<file path="src/rtl/pbm_pkg.sv">
package pbm_pkg;

  typedef enum logic [2:0] {
    ST_IDLE  = 3'd0,
    ST_WLO   = 3'd1,
    ST_WHI   = 3'd2,
    ST_RLO   = 3'd3,
    ST_RHOLD = 3'd4,
    ST_RTURN = 3'd5
  } pbm_state_t;

  function automatic int pbm_max4(input int a, input int b, input int c, input int d);
    int m;
    m = a;
    if (b > m) m = b;
    if (c > m) m = c;
    if (d > m) m = d;
    return m;
  endfunction

endpackage

</file>
<file path="src/rtl/pbm_phase_timer.sv">
module pbm_phase_timer #(
  parameter int CW = 2
) (
  input  logic          clk,
  input  logic          rst_n,
  input  logic          load,
  input  logic [CW-1:0] load_val,
  output logic          done
);

  logic [CW-1:0] cnt;

  always_ff @(posedge clk or negedge rst_n) begin
    if (!rst_n) begin
      cnt <= '0;
    end else if (load) begin
      cnt <= load_val;
    end else if (cnt != '0) begin
      cnt <= cnt - 1'b1;
    end
  end

  assign done = (cnt == '0);

endmodule

</file>
<file path="src/rtl/pbm_sequencer.sv">
module pbm_sequencer
  import pbm_pkg::*;
#(
  parameter int CW      = 2,
  parameter int WR_LOW  = 1,
  parameter int WR_HIGH = 1,
  parameter int RD_LOW  = 2,
  parameter int RD_HOLD = 1
) (
  input  logic          clk,
  input  logic          rst_n,
  input  logic          req_valid,
  input  logic          req_write,
  input  logic          t_done,
  output logic          req_ready,
  output logic          accept,
  output logic          t_load,
  output logic [CW-1:0] t_val,
  output logic          cap,
  output logic          wr_n,
  output logic          rd_n,
  output logic          oe
);

  localparam logic [CW-1:0] WL_V = CW'(WR_LOW - 1);
  localparam logic [CW-1:0] WH_V = CW'(WR_HIGH - 1);
  localparam logic [CW-1:0] RL_V = CW'(RD_LOW - 1);
  localparam logic [CW-1:0] RH_V = CW'(RD_HOLD - 1);

  pbm_state_t state, nxt;

  assign req_ready = (state == ST_IDLE) || (state == ST_RTURN) ||
                     ((state == ST_WHI) && t_done);
  assign accept    = req_valid && req_ready;

  always_comb begin
    nxt    = state;
    t_load = 1'b0;
    t_val  = '0;
    cap    = 1'b0;
    case (state)
      ST_IDLE, ST_RTURN: nxt = ST_IDLE;
      ST_WLO: if (t_done) begin
        nxt    = ST_WHI;
        t_load = 1'b1;
        t_val  = WH_V;
      end
      ST_WHI: if (t_done) nxt = ST_IDLE;
      ST_RLO: if (t_done) begin
        nxt    = ST_RHOLD;
        t_load = 1'b1;
        t_val  = RH_V;
        cap    = 1'b1;
      end
      ST_RHOLD: if (t_done) nxt = ST_RTURN;
      default: nxt = ST_IDLE;
    endcase
    if (accept) begin
      nxt    = req_write ? ST_WLO : ST_RLO;
      t_load = 1'b1;
      t_val  = req_write ? WL_V : RL_V;
    end
  end

  // Strobes are registered from the next state: every bus edge is a flop edge.
  always_ff @(posedge clk or negedge rst_n) begin
    if (!rst_n) begin
      state <= ST_IDLE;
      wr_n  <= 1'b1;
      rd_n  <= 1'b1;
      oe    <= 1'b0;
    end else begin
      state <= nxt;
      wr_n  <= (nxt != ST_WLO);
      rd_n  <= (nxt != ST_RLO);
      oe    <= (nxt == ST_WLO) || (nxt == ST_WHI);
    end
  end

endmodule

</file>
<file path="src/rtl/pbm_bus_regs.sv">
module pbm_bus_regs #(
  parameter int ADDR_W = 6,
  parameter int DATA_W = 8
) (
  input  logic              clk,
  input  logic              rst_n,
  input  logic              accept,
  input  logic              req_write,
  input  logic [ADDR_W-1:0] req_addr,
  input  logic [DATA_W-1:0] req_wdata,
  input  logic              cap,
  input  logic [DATA_W-1:0] bus_din,
  output logic [ADDR_W-1:0] bus_addr,
  output logic [DATA_W-1:0] bus_dout,
  output logic              rsp_valid,
  output logic [DATA_W-1:0] rsp_data
);

  always_ff @(posedge clk or negedge rst_n) begin
    if (!rst_n) begin
      bus_addr <= '0;
      bus_dout <= '0;
    end else if (accept) begin
      bus_addr <= req_addr;
      if (req_write) bus_dout <= req_wdata;
    end
  end

  always_ff @(posedge clk or negedge rst_n) begin
    if (!rst_n) begin
      rsp_valid <= 1'b0;
      rsp_data  <= '0;
    end else begin
      rsp_valid <= cap;
      if (cap) rsp_data <= bus_din;
    end
  end

endmodule

</file>
<file path="src/rtl/pbm_master.sv">
module pbm_master
  import pbm_pkg::*;
#(
  parameter int ADDR_W  = 6,
  parameter int DATA_W  = 8,
  parameter int WR_LOW  = 1,
  parameter int WR_HIGH = 1,
  parameter int RD_LOW  = 2,
  parameter int RD_HOLD = 1
) (
  input  logic              clk,
  input  logic              rst_n,
  input  logic              req_valid,
  output logic              req_ready,
  input  logic              req_write,
  input  logic [ADDR_W-1:0] req_addr,
  input  logic [DATA_W-1:0] req_wdata,
  output logic              rsp_valid,
  output logic [DATA_W-1:0] rsp_data,
  output logic [ADDR_W-1:0] bus_addr,
  output logic [DATA_W-1:0] bus_dout,
  output logic              bus_oe,
  input  logic [DATA_W-1:0] bus_din,
  output logic              bus_wr_n,
  output logic              bus_rd_n
);

  localparam int MAXPH = pbm_max4(WR_LOW, WR_HIGH, RD_LOW, RD_HOLD);
  localparam int CW    = $clog2(MAXPH + 1);

  logic          accept, t_load, t_done, cap;
  logic [CW-1:0] t_val;

  pbm_phase_timer #(.CW(CW)) i_timer (
    .clk(clk), .rst_n(rst_n), .load(t_load), .load_val(t_val), .done(t_done)
  );

  pbm_sequencer #(
    .CW(CW), .WR_LOW(WR_LOW), .WR_HIGH(WR_HIGH), .RD_LOW(RD_LOW), .RD_HOLD(RD_HOLD)
  ) i_seq (
    .clk(clk), .rst_n(rst_n), .req_valid(req_valid), .req_write(req_write),
    .t_done(t_done), .req_ready(req_ready), .accept(accept), .t_load(t_load),
    .t_val(t_val), .cap(cap), .wr_n(bus_wr_n), .rd_n(bus_rd_n), .oe(bus_oe)
  );

  pbm_bus_regs #(.ADDR_W(ADDR_W), .DATA_W(DATA_W)) i_regs (
    .clk(clk), .rst_n(rst_n), .accept(accept), .req_write(req_write),
    .req_addr(req_addr), .req_wdata(req_wdata), .cap(cap), .bus_din(bus_din),
    .bus_addr(bus_addr), .bus_dout(bus_dout), .rsp_valid(rsp_valid),
    .rsp_data(rsp_data)
  );

endmodule

</file>
<file path="config.mk">
export PLATFORM = sky130hd
export DESIGN_NAME = pbm_master
export DESIGN_NICKNAME = d
export VERILOG_FILES = /design/src/rtl/pbm_pkg.sv /design/src/rtl/pbm_phase_timer.sv /design/src/rtl/pbm_sequencer.sv /design/src/rtl/pbm_bus_regs.sv /design/src/rtl/pbm_master.sv
export SDC_FILE = /design/constraint.sdc
export NUM_CORES = 1
export LEC_CHECK = 0
export BUFFER_PORTS_ARGS = -buffer_cell sky130_fd_sc_hd__buf_4
export CAP_MARGIN = 40
export CORE_UTILIZATION = 47
export DETAILED_ROUTE_END_ITERATION = 8
export GPL_TIMING_DRIVEN = 0
export MAX_ROUTING_LAYER = met4
export PLACE_DENSITY = 0.77
export SLEW_MARGIN = 20
export SYNTH_ARGS = -nofsm -noshare
export SYNTH_HDL_FRONTEND = slang
export SYNTH_SLANG_ARGS = --single-unit
</file>
<file path="constraint.sdc">
create_clock -name clk -period 2.25 [get_ports clk]
set_input_delay 0.1125 -clock clk [delete_from_list [all_inputs] [get_ports clk]]
set_output_delay 0.1125 -clock clk [all_outputs]
set_load 0.05 [all_outputs]
</file>
==> results of run 1 <==
-- worst paths after layout --
check	from	end	cells after the start
setup / recovery	i_timer.cnt[0]	i_regs.bus_dout[0]	7
hold / removal	req_wdata[5]	i_regs.bus_dout[5]	2
setup reg to reg	i_timer.cnt[0]	i_regs.bus_dout[0]	7
hold reg to reg	i_regs.rsp_data[6]	i_regs.rsp_data[6]	1
max in group asynchronous	rst_n	i_seq.rd_n	2
min in group asynchronous	rst_n	i_regs.bus_dout[3]	2
-- flip-flops by register name (all words and copies together) (netlist names) --
name              cells
i_seq.wr_n            1
i_seq.state           3
i_seq.oe              1
i_regs.bus_addr       6
i_regs.rsp_valid      1
i_regs.rsp_data       8
i_timer.cnt           2
i_seq.rd_n            1
i_regs.bus_dout       8
-- cell type report --
cell class	instances	area, µm²
Timing Repair Buffer	53	403
Clock buffer	7	45.0
Tap cell	31	38.8
Fill cell	209	913
Sequential cell	31	778
Inverter	6	22.5
Buffer	5	40.0
Multi-Input combinational cell	55	517
-- stage by stage --
stage	instances	cell area (µm²)	hold slack (ns)	util
after floorplan	97	1360	-0.183	-
after global placement	179	1780	0.0572	0.645
after detailed placement	179	1780	0.0660	0.645
after CTS	187	1830	0.000161	0.665
after global routing	188	1840	0.000889	0.669
final	188	1840	0.0146	0.669
-- cells in the mapped netlist (all sizes together) --
library cell | n | share of area
nand4b | 1 | 0.0065
mux2i | 1 | 0.0074
ha | 1 | 0.0092
or4b | 1 | 0.0074
a2bb2oi | 1 | 0.0065
nand2b | 2 | 0.0092
a21o | 1 | 0.0055
a211oi | 1 | 0.0055
a31oi | 2 | 0.0092
nand2 | 2 | 0.0074
nor2b | 3 | 0.021
o21ai | 2 | 0.0074
o32ai | 1 | 0.0065
nand3 | 2 | 0.0074
nor2 | 3 | 0.0083
o31a | 1 | 0.0065
dfstp | 2 | 0.039
a21oi | 5 | 0.021
buf | 5 | 0.029
mux2 | 22 | 0.20
or2b | 1 | 0.0055
o21a | 1 | 0.0055
a22o | 1 | 0.013
inv | 6 | 0.017
dfrtp | 29 | 0.53
-- per-layer routing --
layer  routed length, µm  global-route usage  share of wire
met4                  38              0.0929          0.015
met2                1450               0.337           0.55
met5                   0                   -              0
met3                 107              0.0535          0.041
met1                1020               0.192           0.39
-- logic make-up after synthesis --
group,after synthesis,synth area share
AOI/OAI and AO/OA,16,0.0866
adders and majority gates,1,0.00922
buffers and inverters,11,0.0461
DFF,31,0.573
muxes,23,0.212
and+or+nand+nor,15,0.0728
-- what timing repair did --
item                      CTS  global route
gates resized for setup     0             0
hold endpoints to repair   29             1
buffers inserted            0             0
hold buffers                1             1
==> flow_metrics.tcl, run 1 <==
set metrics [dict create \
    dp_hpwl_um 1940 \
    cts_htree_levels 2 \
    grt_pass1_wl_um 4380 \
    ys_seq_area_frac 0.573 \
    max_freq_mhz 531 \
    syn-num-nets 124 \
    clkLatencyLatePin_ns 0.32 \
    avgSynthCellArea_um2 14.0 \
    cts.sinks 31 \
    start_util 0.492 \
    rsz0062_at_grt "no" \
    io_buffers 51 \
    path_buf_inv 2 \
    crit_required_ns 2.45 \
    syn_inst 97 \
    cp_max_fo 9 \
    num_rows 19 \
    dp_slack_ns 0.394 \
    finalCritPeriodShare 0.837 \
    yosysUniqueCellTypes 32 \
    status "finished clean" \
    cts_buffers 5 \
    clockRootBuffer "clkbuf_4" \
    crit_arrival_ns 2.08 \
    crit_chain "inv_1 -> ha_1 -> nand2b_1 -> a22o_4 -> nor2b_4 -> buf_6 -> mux2_4" \
    slew_violations 0 \
    clk_pin_slew_ns 0.09 \
    fin_nets 184 \
    cts_buffer_depth 2 \
    antenna_found_initial 0 \
    track_usage 0.191 \
    routabilityCongestion 0.826 \
    postSynthRegisterBits 31 \
    worst-setup-path-type "reg -> reg" \
    finalSetupViolCount 0 \
    cpPeakStageDelay_ns 0.38 \
    drv_cap 0 \
    yosys_warnings 0 \
    critPathTopFamily "flip-flops" \
    ios 53 \
    cp-end-kind "register" \
    setup_slack_ns 0.367 \
    critPathLaunchType "register" \
    grt_start_max_net_pins 32 \
    coreArea_um2 2760 \
    area_delta_synth_final_pct 35.9 \
    cts_tree "done" \
    drc 0 \
    ant_nets 0 \
    mostFrequentLayoutCell "buf_4" \
    hold_violations 0 \
    drive_gt1_frac 0.573 \
    wl_per_cell_um 13.9 \
    drt_iter0_markers 17 \
    hold_class "in -> reg" \
    die_x_um 55.7 \
    grt-ovfl-total 0 \
    drt_wl_total_um 2610 \
    antenna_cells 0 \
    cpMaxStageDelayCell "dfrtp_1" \
    worstMarginPinSlew_ns 0.390 \
    die_area_um2 3110 \
    rrSetupSlack_ns 0.37 \
    dr.pass1.iters 4 \
    clock_skew_ns 0.0106 \
    grt_pass1_vias 1061 \
    syn_area_um2 1360 \
    relSlewSlack 0.740 \
    fin_setup_tns_ns 0 \
    final_cell_mix "buf_4, dfrtp_1, mux2_2, mux2_4, inv_1" \
    avgViaCountPerCell 5.16 \
    dieHeight_um 55.7 \
    num_vias 970 \
    fin_crit_ns 1.88 \
]
Power of run 1 is not shown: default switching activity piles up to over one toggle a cycle in this logic, so the estimate is an artifact.
==> inputs of run 2 (changes only) <==
CORE_UTILIZATION = 43   (was 47)
PLACE_DENSITY = 0.75   (was 0.77)
clock period = 1.5 ns   (was 2.25 ns; I/O delays follow)
==> flow_metrics.tcl, run 2 (same netlist as run 1, synthesis figures left out) <==
set metrics [dict create \
    status "complete, but fails checks" \
    violations "setup timing" \
    cp-end-kind "register" \
    worst-setup-path-type "reg -> reg" \
    clock_skew_ns 0.00456 \
    ios 53 \
    r2r_cells 7 \
    fin_setup_tns_ns -2.71 \
    slew_violations 0 \
    regToRegStartpoint "i_timer.cnt[1]" \
    drt_iter0_markers 20 \
    cts_htree_levels 2 \
    grt_pass1_wl_um 5580 \
    wl_per_cell_um 15.0 \
    clockRootBuffer "clkbuf_4" \
    cpPeakStageDelay_ns 0.39 \
    hold_class "in -> reg" \
    coreArea_um2 3030 \
    cts.sinks 31 \
    cp_max_fo 9 \
    ant_nets 0 \
    setup_slack_ns -0.208 \
    crit_arrival_ns 1.93 \
    peakVddDrop_uv 1530 \
    min_delay_path_depth 3 \
    grt_pass1_vias 1220 \
    rrSetupSlack_ns -0.21 \
    cpMaxStageDelayCell "dfrtp_1" \
    die_area_um2 3390 \
    top_regs "i_regs.bus_dout x8, i_regs.rsp_data x8, i_regs.bus_addr x6" \
    worstMarginPinSlew_ns 0.394 \
    die_x_um 58.2 \
    cts_buffer_depth 2 \
    io_buffers 51 \
    relSlewSlack 0.737 \
    p_per_area_nw_per_um2 2620 \
    finalCritPeriodShare 1.14 \
    fin_nets 212 \
    clk_pin_slew_ns 0.10 \
    fillers 195 \
    grt-ovfl-total 0 \
    cts_buffers 5 \
    finalSetupViolCount 16 \
    avgViaCountPerCell 4.89 \
    antenna_cells 0 \
    min_to "i_seq.state[1]" \
    num_vias 1125 \
    num_rows 20 \
    drv_cap 0 \
    drt_wl_total_um 3440 \
    hp-start "req_write" \
    fin_hold_ws_ns 0.0915 \
    hold_violations 0 \
    drc 0 \
    final_cell_mix "buf_4, dfrtp_1, dlygate4sd3_1, mux2_2, mux2_4" \
    rsz0062_at_grt "yes" \
    p_leak_nw 1.06 \
    drive_gt1_frac 0.554 \
    clkLatencyLatePin_ns 0.34 \
    area_delta_synth_final_pct 61.8 \
    cts_tree "done" \
    start_util 0.448 \
    mostFrequentLayoutCell "buf_4" \
    grt_start_max_net_pins 32 \
    fin_crit_ns 1.71 \
    rr_endpoint "i_regs.bus_dout[7]" \
    antenna_found_initial 0 \
    crit_chain "inv_2 -> ha_4 -> nand2b_4 -> a22o_4 -> nor2b_4 -> buf_12 -> mux2_4" \
    dr.pass1.iters 4 \
    crit_required_ns 1.73 \
    dp_slack_ns -0.204 \
    critPathLaunchType "register" \
    track_usage 0.238 \
    worstSetupStartpoint "i_timer.cnt[1]" \
    routabilityCongestion 0.800 \
    dieHeight_um 58.2 \
    dp_hpwl_um 1970 \
    max_freq_mhz 585 \
]
run 2: worst max-delay path by stage:
stage                                     to  slack [ns]  cells past startpoint
after detailed placement  i_regs.bus_dout[2]       -0.20                      7
after global routing      i_regs.bus_dout[2]       -0.24                      7
after floorplan           i_regs.bus_dout[0]       -0.20                      7
after CTS                 i_regs.bus_dout[7]       -0.17                      7
after global placement    i_regs.bus_dout[0]       -0.17                      7
final                     i_regs.bus_dout[7]       -0.21                      7
run 2: area by class of cell:
class	count	area, µm²	share of cell area
Sequential cell	31	778	0.354
Timing Repair Buffer	82	688	0.313
Multi-Input combinational cell	55	549	0.250
Clock buffer	8	68.8	0.0313
Tap cell	44	55.1	0.0251
Buffer	4	35.0	0.0159
Inverter	6	22.5	0.0103
run 2: repair_timing:
item                       CTS  global route
setup endpoints to repair   26            27
buffers inserted             6             2
hold buffers                24             0
hold endpoints to repair    54             0
gates cloned                 0             0
pin swaps                    5             1
resized for setup            5             1
run 2: layer usage:
layer / routed length (µm) / GRT usage
met5: 0 / -
met4: 137 / 0.153
met3: 134 / 0.0513
met2: 1890 / 0.407
met1: 1280 / 0.247
run 2: metrics by stage:
step	instances	utilization	instance area, µm²	power (mW)
floorplan	97	-	1380	3.99
global placement	192	0.600	1820	4.79
detailed placement	192	0.600	1820	4.90
CTS	229	0.722	2190	5.73
global route	230	0.726	2200	6.03
finish	230	0.726	2200	5.76
run 2: report_power, final:
group / internal, mW / switching, mW / total (mW)
combinational: 1.49 / 2.17 / 3.66
sequential: 1.28 / 0.254 / 1.53
clock: 0.275 / 0.292 / 0.568
run 2: worst max-delay path, delay by kind of cell (launching register included):
family | cells | cell delay [ns]
simple gates | 2 | 0.28
compound gates | 1 | 0.25
buf+inv | 2 | 0.20
flops | 1 | 0.39
fa+ha+maj | 1 | 0.17
mux | 1 | 0.30
Power figures use the tool's default switching activity.
